### src/rtl/mcs_pkg.sv
package mcs_pkg;
  localparam int OP_W = 4;

  typedef enum logic [1:0] {PER1 = 2'd0, PER2 = 2'd1, PER3 = 2'd2} period_e;

  localparam logic [OP_W-1:0] OP_LOAD  = 4'h1;
  localparam logic [OP_W-1:0] OP_STORE = 4'h2;
  localparam logic [OP_W-1:0] OP_ADD   = 4'h3;
  localparam logic [OP_W-1:0] OP_JUMP  = 4'h4;
  localparam logic [OP_W-1:0] OP_STOP  = 4'h5;

  // Opcodes whose execute cycle leaves period 2 idle
  function automatic logic needs_dummy(input logic [OP_W-1:0] op);
    return (op == OP_JUMP) || (op == OP_STOP);
  endfunction

  function automatic logic writes_mem(input logic [OP_W-1:0] op);
    return op == OP_STORE;
  endfunction
endpackage

### src/rtl/mcs_phase.sv
module mcs_phase
  import mcs_pkg::*;
(
  input  logic clk,
  input  logic rst,
  input  logic hold,
  output logic in_exec,
  output logic p1,
  output logic p2,
  output logic p3
);
  period_e per_q;

  always_ff @(posedge clk) begin
    if (rst) begin
      per_q   <= PER1;
      in_exec <= 1'b0;
    end else if (!hold) begin
      case (per_q)
        PER1:    per_q <= PER2;
        PER2:    per_q <= PER3;
        default: begin
          per_q   <= PER1;
          in_exec <= ~in_exec;
        end
      endcase
    end
  end

  assign p1 = (per_q == PER1);
  assign p2 = (per_q == PER2);
  assign p3 = (per_q == PER3);
endmodule

### src/rtl/mcs_pcnt.sv
module mcs_pcnt #(
  parameter int AW = 4
) (
  input  logic          clk,
  input  logic          rst,
  input  logic          inc,
  input  logic          load,
  input  logic [AW-1:0] target,
  output logic [AW-1:0] pc_q,
  output logic [AW-1:0] pc_d
);
  always_comb begin
    if (load)     pc_d = target;
    else if (inc) pc_d = pc_q + 1'b1;
    else          pc_d = pc_q;
  end

  always_ff @(posedge clk) begin
    if (rst) pc_q <= '0;
    else     pc_q <= pc_d;
  end
endmodule

### src/rtl/mcs_core.sv
module mcs_core
  import mcs_pkg::*;
#(
  parameter int AW = 4,
  localparam int DW = OP_W + AW
) (
  input  logic            clk,
  input  logic            rst,
  input  logic            ir_load,
  input  logic            exec_now,
  input  logic [DW-1:0]   rdata,
  output logic [OP_W-1:0] op,
  output logic [AW-1:0]   opnd,
  output logic [DW-1:0]   acc_q,
  output logic            halted_q
);
  logic [DW-1:0] ir_q;

  assign op   = ir_q[DW-1:AW];
  assign opnd = ir_q[AW-1:0];

  always_ff @(posedge clk) begin
    if (rst) begin
      ir_q     <= '0;
      acc_q    <= '0;
      halted_q <= 1'b0;
    end else begin
      if (ir_load) ir_q <= rdata;
      if (exec_now) begin
        case (op)
          OP_LOAD: acc_q    <= rdata;
          OP_ADD:  acc_q    <= acc_q + rdata;
          OP_STOP: halted_q <= 1'b1;
          default: ;
        endcase
      end
    end
  end
endmodule

### src/rtl/mcs_seq.sv
module mcs_seq
  import mcs_pkg::*;
#(
  parameter int ADDR_W = 4,
  localparam int DATA_W = OP_W + ADDR_W
) (
  input  logic              clk,
  input  logic              rst,
  input  logic [DATA_W-1:0] bus_rdata,
  output logic [ADDR_W-1:0] bus_addr,
  output logic              ale,
  output logic              rd,
  output logic              wr,
  output logic [DATA_W-1:0] bus_wdata,
  output logic              exec_now,
  output logic              in_execute,
  output logic [ADDR_W-1:0] pc,
  output logic [DATA_W-1:0] acc,
  output logic              halted
);
  logic p1, p2, p3;
  logic active;
  logic [OP_W-1:0] op;
  logic [ADDR_W-1:0] opnd;
  logic [ADDR_W-1:0] pc_d;
  logic pc_inc, pc_load, ir_load, wr_cycle;
  logic [ADDR_W-1:0] addr_q;

  mcs_phase u_phase (
    .clk(clk), .rst(rst), .hold(halted),
    .in_exec(in_execute), .p1(p1), .p2(p2), .p3(p3)
  );

  assign active   = !rst && !halted;
  assign exec_now = p3 && in_execute && active;
  assign ir_load  = p3 && !in_execute && active;
  assign pc_inc   = p2 && !halted && !(in_execute && needs_dummy(op));
  assign pc_load  = exec_now && (op == OP_JUMP);
  assign wr_cycle = in_execute && writes_mem(op);

  mcs_pcnt #(.AW(ADDR_W)) u_pc (
    .clk(clk), .rst(rst), .inc(pc_inc), .load(pc_load),
    .target(opnd), .pc_q(pc), .pc_d(pc_d)
  );

  mcs_core #(.AW(ADDR_W)) u_core (
    .clk(clk), .rst(rst), .ir_load(ir_load), .exec_now(exec_now),
    .rdata(bus_rdata), .op(op), .opnd(opnd),
    .acc_q(acc), .halted_q(halted)
  );

  // Address register: reloaded as each machine cycle begins
  always_ff @(posedge clk) begin
    if (rst) addr_q <= '0;
    else if (p3 && !halted)
      addr_q <= in_execute ? pc_d : bus_rdata[ADDR_W-1:0];
  end

  assign bus_addr  = addr_q;
  assign ale       = p1 && active;
  assign rd        = p3 && active && !wr_cycle;
  assign wr        = p3 && active && wr_cycle;
  assign bus_wdata = wr ? acc : '0;
endmodule

### config.mk
export PLATFORM = sky130hd
export DESIGN_NAME = mcs_seq
export DESIGN_NICKNAME = d
export VERILOG_FILES = /design/src/rtl/mcs_pkg.sv /design/src/rtl/mcs_phase.sv /design/src/rtl/mcs_pcnt.sv /design/src/rtl/mcs_core.sv /design/src/rtl/mcs_seq.sv
export SDC_FILE = /design/constraint.sdc
export NUM_CORES = 1
export LEC_CHECK = 0
export ABC_AREA = 0
export BUFFER_PORTS_ARGS = -buffer_cell sky130_fd_sc_hd__buf_2
export CORE_ASPECT_RATIO = 0.8
export CORE_UTILIZATION = 30
export CTS_CLUSTER_SIZE = 12
export DETAILED_ROUTE_END_ITERATION = 16
export PLACE_DENSITY = 0.47
export SETUP_SLACK_MARGIN = 0.2
export SYNTH_ARGS = -nofsm -noshare
export SYNTH_HDL_FRONTEND = slang
export SYNTH_SLANG_ARGS = --single-unit
### constraint.sdc
create_clock -name clk -period 2.4 [get_ports clk]
set_input_delay 0.36 -clock clk [delete_from_list [all_inputs] [get_ports clk]]
set_output_delay 0.36 -clock clk [all_outputs]
set_load 0.1 [all_outputs]
## Word level (Yosys, flattened, before mapping)

Index checks and enable logic that the tools add are counted.

| cells by class | value |
|---|---|
| add/sub/neg operators | 2 |
| equality and inequality tests | 7 |
| muxes and demuxes | 6 |
| bitwise operators | 3 |
| reduce and logical (&&, ||, !) cells | 27 |

Operator list:

| cell | count |
|---|---|
| 8-bit case mux with 2 select lines | 1 |
| 1-bit logical AND | 15 |
| 4-bit 2-to-1 mux | 3 |
| 8-bit adder | 1 |
| 4-bit by 2-bit == test with 1-bit output (second input constant) | 2 |
| 4-bit by 3-bit == test with 1-bit output (second input constant) | 2 |
| 8-bit 2-to-1 mux | 1 |
| 2-bit AND reduction | 3 |
| 1-bit logical NOT | 5 |
| 4-bit by 1-bit adder with 4-bit output (second input constant) | 1 |
| 4-bit by 1-bit == test with 1-bit output (second input constant) | 1 |
| 2-bit case mux with 2 select lines | 1 |
| 1-bit inverter | 3 |
| 2-bit by 1-bit == test with 1-bit output (second input constant) | 1 |
| 2-bit == test (second input constant) | 1 |
| 2-bit logical NOT | 1 |
| 2-bit nonzero test | 1 |
| 2-bit OR reduction | 1 |
| 1-bit logical OR | 1 |

| word-level totals | value |
|---|---|
| register bits after elaboration | 28 |
| input port bits | 10 |
| output and inout bits | 30 |
| logic and storage cells | 52 |

## Depth between registers and ports, before layout

Gate-level depths: netlist of run 1.

| depth | value |
|---|---|
| depth after elaboration | 8 |
| depth in mapped cells | 8 |
| depth with buffers taken out | 8 |

## Cells and area by module

A second synthesis of run 1 with hierarchy kept.

| second synthesis, totals | value |
|---|---|
| cell total of the unflattened synthesis | 209 |
| area total of the unflattened synthesis | 1762.9 µm² |

By module, submodules not included:

| module | instances | cells each | area each (µm²) | sequential area each (µm²) |
|---|---|---|---|---|
| mcs_core | 1 | 125 | 1054.8 | 340.3 |
| mcs_seq | 1 | 41 | 339.1 | 80.1 |
| mcs_pcnt | 1 | 27 | 231.5 | 80.1 |
| mcs_phase | 1 | 16 | 137.6 | 60.1 |

## Worst setup path after synthesis of run 1

No wires, ideal clock.

| path | value |
|---|---|
| path kind | flip-flop to output port |
| start | reg u_core.halted_q |
| end | out ale |
| arrival time | 3.870 ns |
| required time | 2.040 ns |
| slack | -1.830 ns |
| stages on the path, launching flop included | 3 |
| path buffers | 1 |
| path through | dfxtp_1 -> buf_4 -> nor4_1 |

| on the way | value |
|---|---|
| longest elaborated chain between the ends | 3 |

Ends and longest elaborated chain:

| item | RTL line | source |
|---|---|---|
| from (decl) | mcs_core.sv:15 | `output logic halted_q` |
| from (signal assigned) | mcs_core.sv:26 | `halted_q <= 1'b0;` |
| from (signal assigned) | mcs_core.sv:33 | `OP_STOP: halted_q <= 1'b1;` |
| 1-bit logical NOT | mcs_seq.sv:34 | `assign active = !rst && !halted;` |
| 1-bit logical AND | mcs_seq.sv:34 |  |
| 1-bit logical AND | mcs_seq.sv:60 | `assign ale = p1 && active;` |
| to (decl) | mcs_seq.sv:11 | `output logic ale,` |

No other way between the ends.

## Worst setup path in the final report of run 1

| path | value |
|---|---|
| start | reg u_core.halted_q |
| end | out bus_wdata[1] |

| on the way | value |
|---|---|
| longest elaborated chain between the ends | 5 |

Ends and longest elaborated chain:

| item | RTL line | source |
|---|---|---|
| 1-bit logical NOT | mcs_seq.sv:34 |  |
| 1-bit logical AND | mcs_seq.sv:34 |  |
| 1-bit logical AND (2 in series) | mcs_seq.sv:62 | `assign wr = p3 && active && wr_cycle;` |
| 8-bit 2-to-1 mux | mcs_seq.sv:63 | `assign bus_wdata = wr ? acc : '0;` |
| to (decl) | mcs_seq.sv:14 | `output logic [DATA_W-1:0] bus_wdata,` |

No other way between the ends.

==> out/results.tsv, run 1 <==
metric	value	unit
syn_inst	208	
cap_viol_max_count	0	
worstSkewPairLatency	0.27	ns
root_buffer	clkbuf_8	
worstPathRequired	2.04	ns
area_growth	35.0	%
p_per_area	440	nW/um2
cts_tree	done	
cpLargestDelayFamily	simple AND/OR/NAND/NOR gates	
vias	1627	
fin_ws	0.296	ns
ios	40	
hold_path_class	in -> reg	
synth-edff-count	0	
syn_avg_cell_area	8.04	um2
cts_made_buffers	3	
drt-pass1-iter-count	4	
track_usage	0.172	
cts_hold_buf	0	
drt_iter0_drc	124	
gp_congestion	0.816	
ys_ff_latch	28	
drive_gt1_frac	0.352	
post-route-drc-count	0	
ys.flop_type	dfxtp_1	
rsz0062_at_grt	false	
clk_pin_slew	0.10	ns
yosysUniqueCellTypes	42	
pre_cts_ws	0.211	ns
finalCritPeriodShare	0.877	
path_cells	nor4b_4 > buf_4 > buf_4 > and3_2 > buf_12	
dp_cells	307	
criticalPathCategory	reg -> out	
finalCriticalPeriod	2.10	ns
std_cell_rows	23	
core-area	5180	um2
grt_pass1_wl	7.78	mm
cp.arrival	1.74	ns
status	finished, final reports clean	
grt_overflow_total	0	
mappedNetlistArea	1670	um2
die_height	68.8	um
maxSlewHeadroom	0.677	
slowest_delay	0.40	ns
postSynth.asyncResetShare	0	
die-area	5880	um2
hold_violations	0	
final_nets	270	
cpMostUsedCell	buf_4	
fp.dieW	85.5	um
power_leakage	0.949	nW
finalSetupViolations	0	
yosysWarnings	0	
cts.sink_count	28	
htree_levels	1	
clk_path_buf_depth	2	
drt-total-wl	4.66	mm
worst_path_max_delay_cell	dfxtp_4	
antenna_found_initial	0	
diodes	0	
drv_slew	0	
start_util	0.323	
startpoint_type	flop	
max_freq	0.475	GHz
fin_setup_tns	0	ns
cp-end-kind	output pin	
grt_pass1_vias	1477	
finClkSkew	0.00415	ns
synth_fp_nets	227	
finalNonFillerCells	312	
cp_num_buf_inv	3	
ir_worst_vdd	0.000358	V
grt_max_degree	25	
drt-vias-per-instance	5.21	
antenna_left	0	
worst_slew_pin_slew	0.488	ns
path_max_fanout	11	
portBuffers	39	
fillers	526	
dpl.hpwl	3.48	mm
synth-seq-area-share	0.335	
wl_per_cell	14.9	um
-- layout by cell type, fill, tap and decap left out, types with 6 or more instances in the layout --
cell,synthesis,final
a21oi_1,17,17
and3_2,0,8
buf_12,0,11
buf_2,2,28
buf_4,1,12
dfxtp_1,28,18
dfxtp_2,0,7
ha_1,8,8
inv_1,7,6
nand2_1,31,30
nor2_1,18,18
o211ai_1,11,11
o21ai_0,6,6
-- per-stage QoR --
| step | util | cell area, um2 | hold WS, ns | power, W |
|---|---|---|---|---|
| detailed placement | 0.424 | 2200 | 0.463 | 0.000730 |
| global placement | 0.424 | 2200 | 0.459 | 0.000731 |
| floorplan | - | 1750 | 0.454 | 0.000675 |
| finish | 0.436 | 2260 | 0.315 | 0.000993 |
| global route | 0.436 | 2260 | 0.312 | 0.00105 |
| CTS | 0.435 | 2250 | 0.305 | 0.00101 |
-- sequential cells by signal, indices dropped and copies added, names as in the netlist --
signal,flops
bus_addr,4
u_phase.per_q,2
u_core.acc_q,8
u_phase.in_exec,1
u_core.halted_q,1
u_core.ir_q,8
u_pc.pc_q,4
-- final timing paths --
check | endpoint | startpoint | slack [ns] | cells past startpoint
min | u_core.ir_q[4] | bus_rdata[4] | 0.32 | 3
max reg2reg | u_core.acc_q[6] | u_core.acc_q[0] | 0.33 | 8
min reg2reg | u_core.acc_q[2] | u_core.acc_q[2] | 0.47 | 2
max | bus_wdata[1] | u_core.halted_q | 0.30 | 5
-- final cells by class --
cell class / count / area, um2 / share of cell area
multi-input cells: 160 / 1070 / 0.476
flip-flops and latches: 28 / 581 / 0.257
repair buffers: 51 / 450 / 0.200
well taps: 62 / 77.6 / 0.0344
clock buffers: 4 / 45.0 / 0.0200
inverters: 7 / 30.0 / 0.0133
-- repair_timing --
action / 4_1_cts / 5_1_grt
buffers inserted: 1 / 0
setup endpoints to repair: 1 / 11
gates resized for setup: 1 / 3
pin swaps: 1 / 0
-- power breakdown --
part	leakage (nW)	internal, W	switching (W)
combinational	0.693	0.0000619	0.000155
clock	0.0228	0.000119	0.000152
sequential	0.233	0.000479	0.0000256
-- cells by family (layout without fill, tap and decap cells) --
| kind of cell | after synthesis | in the layout | share of synthesized area |
|---|---|---|---|
| fa+ha+maj | 9 | 9 | 0.0719 |
| simple gates | 89 | 89 | 0.282 |
| mux | 4 | 4 | 0.0254 |
| buf+inv | 20 | 62 | 0.0487 |
| compound gates | 54 | 54 | 0.216 |
| xor+xnor | 4 | 4 | 0.0210 |
| flops | 28 | 28 | 0.335 |
-- Yosys cell counts (4+ instances only) --
library cell,count,share of area
o221ai_1,5,0.026
nand2_1,31,0.070
o211ai_1,11,0.049
dfxtp_1,28,0.34
nor2_1,18,0.040
inv_1,7,0.016
and3_1,8,0.030
clkbuf_1,10,0.022
ha_1,8,0.060
o21ai_0,6,0.018
a21oi_1,17,0.051
nor3_1,6,0.018
nand3_1,4,0.012
-- worst register-to-register path: cells and delay by family, from the launching register on --
kind	cells	cell delay (ns)
AO/OA/AOI/OAI	2	0.32
adder cells (fa/ha/maj)	2	0.59
buffers and inverters	1	0.06
flip-flops	1	0.36
AND/OR/NAND/NOR	3	0.67
-- per-layer routing --
metal | share of wire | GRT usage | vias up
li1 | - | - | 849
met1 | 0.55 | 0.270 | 725
met2 | 0.39 | 0.245 | 51
met3 | 0.058 | 0.0310 | 2
met4 | 0.0043 | 0.0250 | 0
met5 | 0 | 0 | -
Note: power is estimated with default switching activity, not from simulation.
==> run 2, diff against run 1 <==
==> constraint.sdc (replaced) <==
create_clock -name clk -period 2.4 [get_ports clk]
set_input_delay 0.48 -clock clk [delete_from_list [all_inputs] [get_ports clk]]
set_output_delay 0.48 -clock clk [all_outputs]
set_load 0.1 [all_outputs]
==> out/results.tsv, run 2 (same netlist as run 1, synthesis figures left out) <==
metric	value	unit	change
cts_tree	done		unchanged
finalNonFillerCells	314		was 312
drt-vias-per-instance	5.25		was 5.21
track_usage	0.175		was 0.172
antenna_found_initial	0		unchanged
drt-pass1-iter-count	4		unchanged
dpl_cell_area	2250	um2	was 2200 um2
reg_top3	u_core.acc_q (8), u_core.ir_q (8)		unchanged
ios	40		unchanged
finClkSkew	0.00589	ns	was 0.00415 ns
crit_path_start	u_phase.per_q[0]		was u_core.halted_q
area_growth	37.6	%	was 35.0%
core-area	5180	um2	unchanged
total_power	0.000994	W	was 0.000993 W
cts_made_buffers	3		unchanged
status	finished, final reports clean		unchanged
vias	1649		was 1627
layout_common_cells	31 x nand2_1, 28 x buf_2, 18 x nor2_1, 18 x dfxtp_1, 17 x a21oi_1		was 30 x nand2_1, 28 x buf_2, 18 x nor2_1, 18 x dfxtp_1, 17 x a21oi_1
cts.sink_count	28		unchanged
hold_violations	0		unchanged
rsz0062_at_grt	false		unchanged
p_sw	0.000333	W	about the same
comb_power_share	0.220		was 0.219
path_cells	or3b_1 > nor3_4 > buf_12		was nor4b_4 > buf_4 > buf_4 > and3_2 > buf_12
worstPathRequired	1.92	ns	was 2.04 ns
drive_gt1_frac	0.349		was 0.352
cp_num_buf_inv	1		was 3
ir_worst_vdd	0.000308	V	was 0.000358 V
worst_path_max_delay_cell	or3b_1		was dfxtp_4
cap_viol_max_count	0		unchanged
p_per_area	432	nW/um2	was 440 nW/um2
cp-end-kind	output pin		unchanged
startpoint_type	flop		unchanged
worst_slew_pin_slew	0.492	ns	was 0.488 ns
p_sw_frac	0.335		about the same
gp_congestion	0.816		about the same
hold_path_class	in -> reg		unchanged
dp_cells	310		was 307
path_max_fanout	7		was 11
diodes	0		unchanged
start_util	0.323		unchanged
finalSetupViolations	0		unchanged
dpl.hpwl	3.58	mm	was 3.48 mm
fp.dieW	85.5	um	unchanged
design_area	2300	um2	was 2260 um2
final_common_cell	nand2_1		unchanged
cpLargestDelayFamily	simple AND/OR/NAND/NOR gates		unchanged
htree_levels	1		unchanged
die_height	68.8	um	unchanged
fin_util	0.444		was 0.436
slowest_delay	0.54	ns	was 0.40 ns
power_leakage	0.944	nW	was 0.949 nW
r2r_start	u_core.acc_q[0]		unchanged
drv_slew	0		unchanged
max_freq	0.474	GHz	was 0.475 GHz
antenna_left	0		unchanged
drt_iter0_drc	73		was 124
finalCritPeriodShare	0.879		was 0.877
min_from	bus_rdata[6]		was bus_rdata[4]
maxSlewHeadroom	0.674		was 0.677
grt_pass1_wl	7.89	mm	was 7.78 mm
cp.arrival	1.63	ns	was 1.74 ns
wl_per_cell	14.8	um	was 14.9 um
worstSkewPairLatency	0.28	ns	was 0.27 ns
seq_power_share	0.506		was 0.508
fin_setup_tns	0	ns	unchanged
clk_path_buf_depth	2		unchanged
portBuffers	39		unchanged
grt_pass1_vias	1555		was 1477
post-route-drc-count	0		unchanged
drt-total-wl	4.65	mm	was 4.66 mm
die-area	5880	um2	unchanged
grt_max_degree	25		unchanged
finalCriticalPeriod	2.11	ns	was 2.10 ns
criticalPathCategory	reg -> out		unchanged
final_nets	272		was 270
std_cell_rows	23		unchanged
clk_pin_slew	0.10	ns	about the same
p_int	0.000660	W	about the same
p_clk_frac	0.273		about the same
grt_overflow_total	0		unchanged
cts_hold_buf	0		unchanged
root_buffer	clkbuf_8		unchanged
run 2: cell count changes in the layout (fill, tap and decap cells not counted), sizes merged:
| cell | before | now |
|---|---|---|
| buf | 51 | 53 |
run 2: path summary, 6_finish.rpt:
check | end | slack [ns] | cells past startpoint
worst max-delay path | rd | 0.29 | 3
worst min-delay path | u_core.ir_q[6] | 0.43 | 3
worst max register to register | u_core.acc_q[6] | 0.29 | 8
worst min register to register | u_core.acc_q[5] | 0.48 | 2
run 2: layer usage:
metal,vias to the layer above,wire (um),GRT usage
met5,-,0,0
met4,0,29,0.0271
met3,2,212,0.0417
met2,35,1920,0.270
met1,760,2490,0.252
li1,852,-,-
run 2: cell type report:
class	count	area, um2
tap	62	77.6
multi-input combinational	160	1100
timing repair buffer	53	465
fill	513	2880
sequential	28	581
inverter	7	30.0
clock buffer	4	45.0
run 2: worst reg2reg max path, delay by kind of cell (launching register included):
family	cells	cell delay, ns
buffers and inverters	1	0.06
flip-flops	1	0.37
adder cells (fa/ha/maj)	2	0.61
AO/OA/AOI/OAI	2	0.33
AND/OR/NAND/NOR	3	0.68
run 2: power groups by stage:
| stage | Clock [W] | Sequential, W | Combinational (W) |
|---|---|---|---|
| after floorplan | 0 | 0.000573 | 0.000103 |
| after global placement | 0 | 0.000514 | 0.000219 |
| after detailed placement | 0 | 0.000513 | 0.000220 |
| after CTS | 0.000282 | 0.000503 | 0.000221 |
| after global routing | 0.000302 | 0.000507 | 0.000237 |
| final | 0.000272 | 0.000503 | 0.000219 |
run 2: stage by stage:
stage / worst slack, ns / hold slack [ns]
6_report: 0.291 / 0.427
5_1_grt: 0.211 / 0.443
4_1_cts: 0.207 / 0.421
3_5_place_dp: 0.0594 / 0.466
3_3_place_gp: 0.0948 / 0.463
2_1_floorplan: -0.0772 / 0.454
run 2: repair_timing:
action,in CTS,in global routing
resized for setup,1,1
cloned,0,0
buffers inserted,0,0
endpoints found under the setup margin,9,10
pin swaps,0,1
endpoints found under the hold margin,0,0
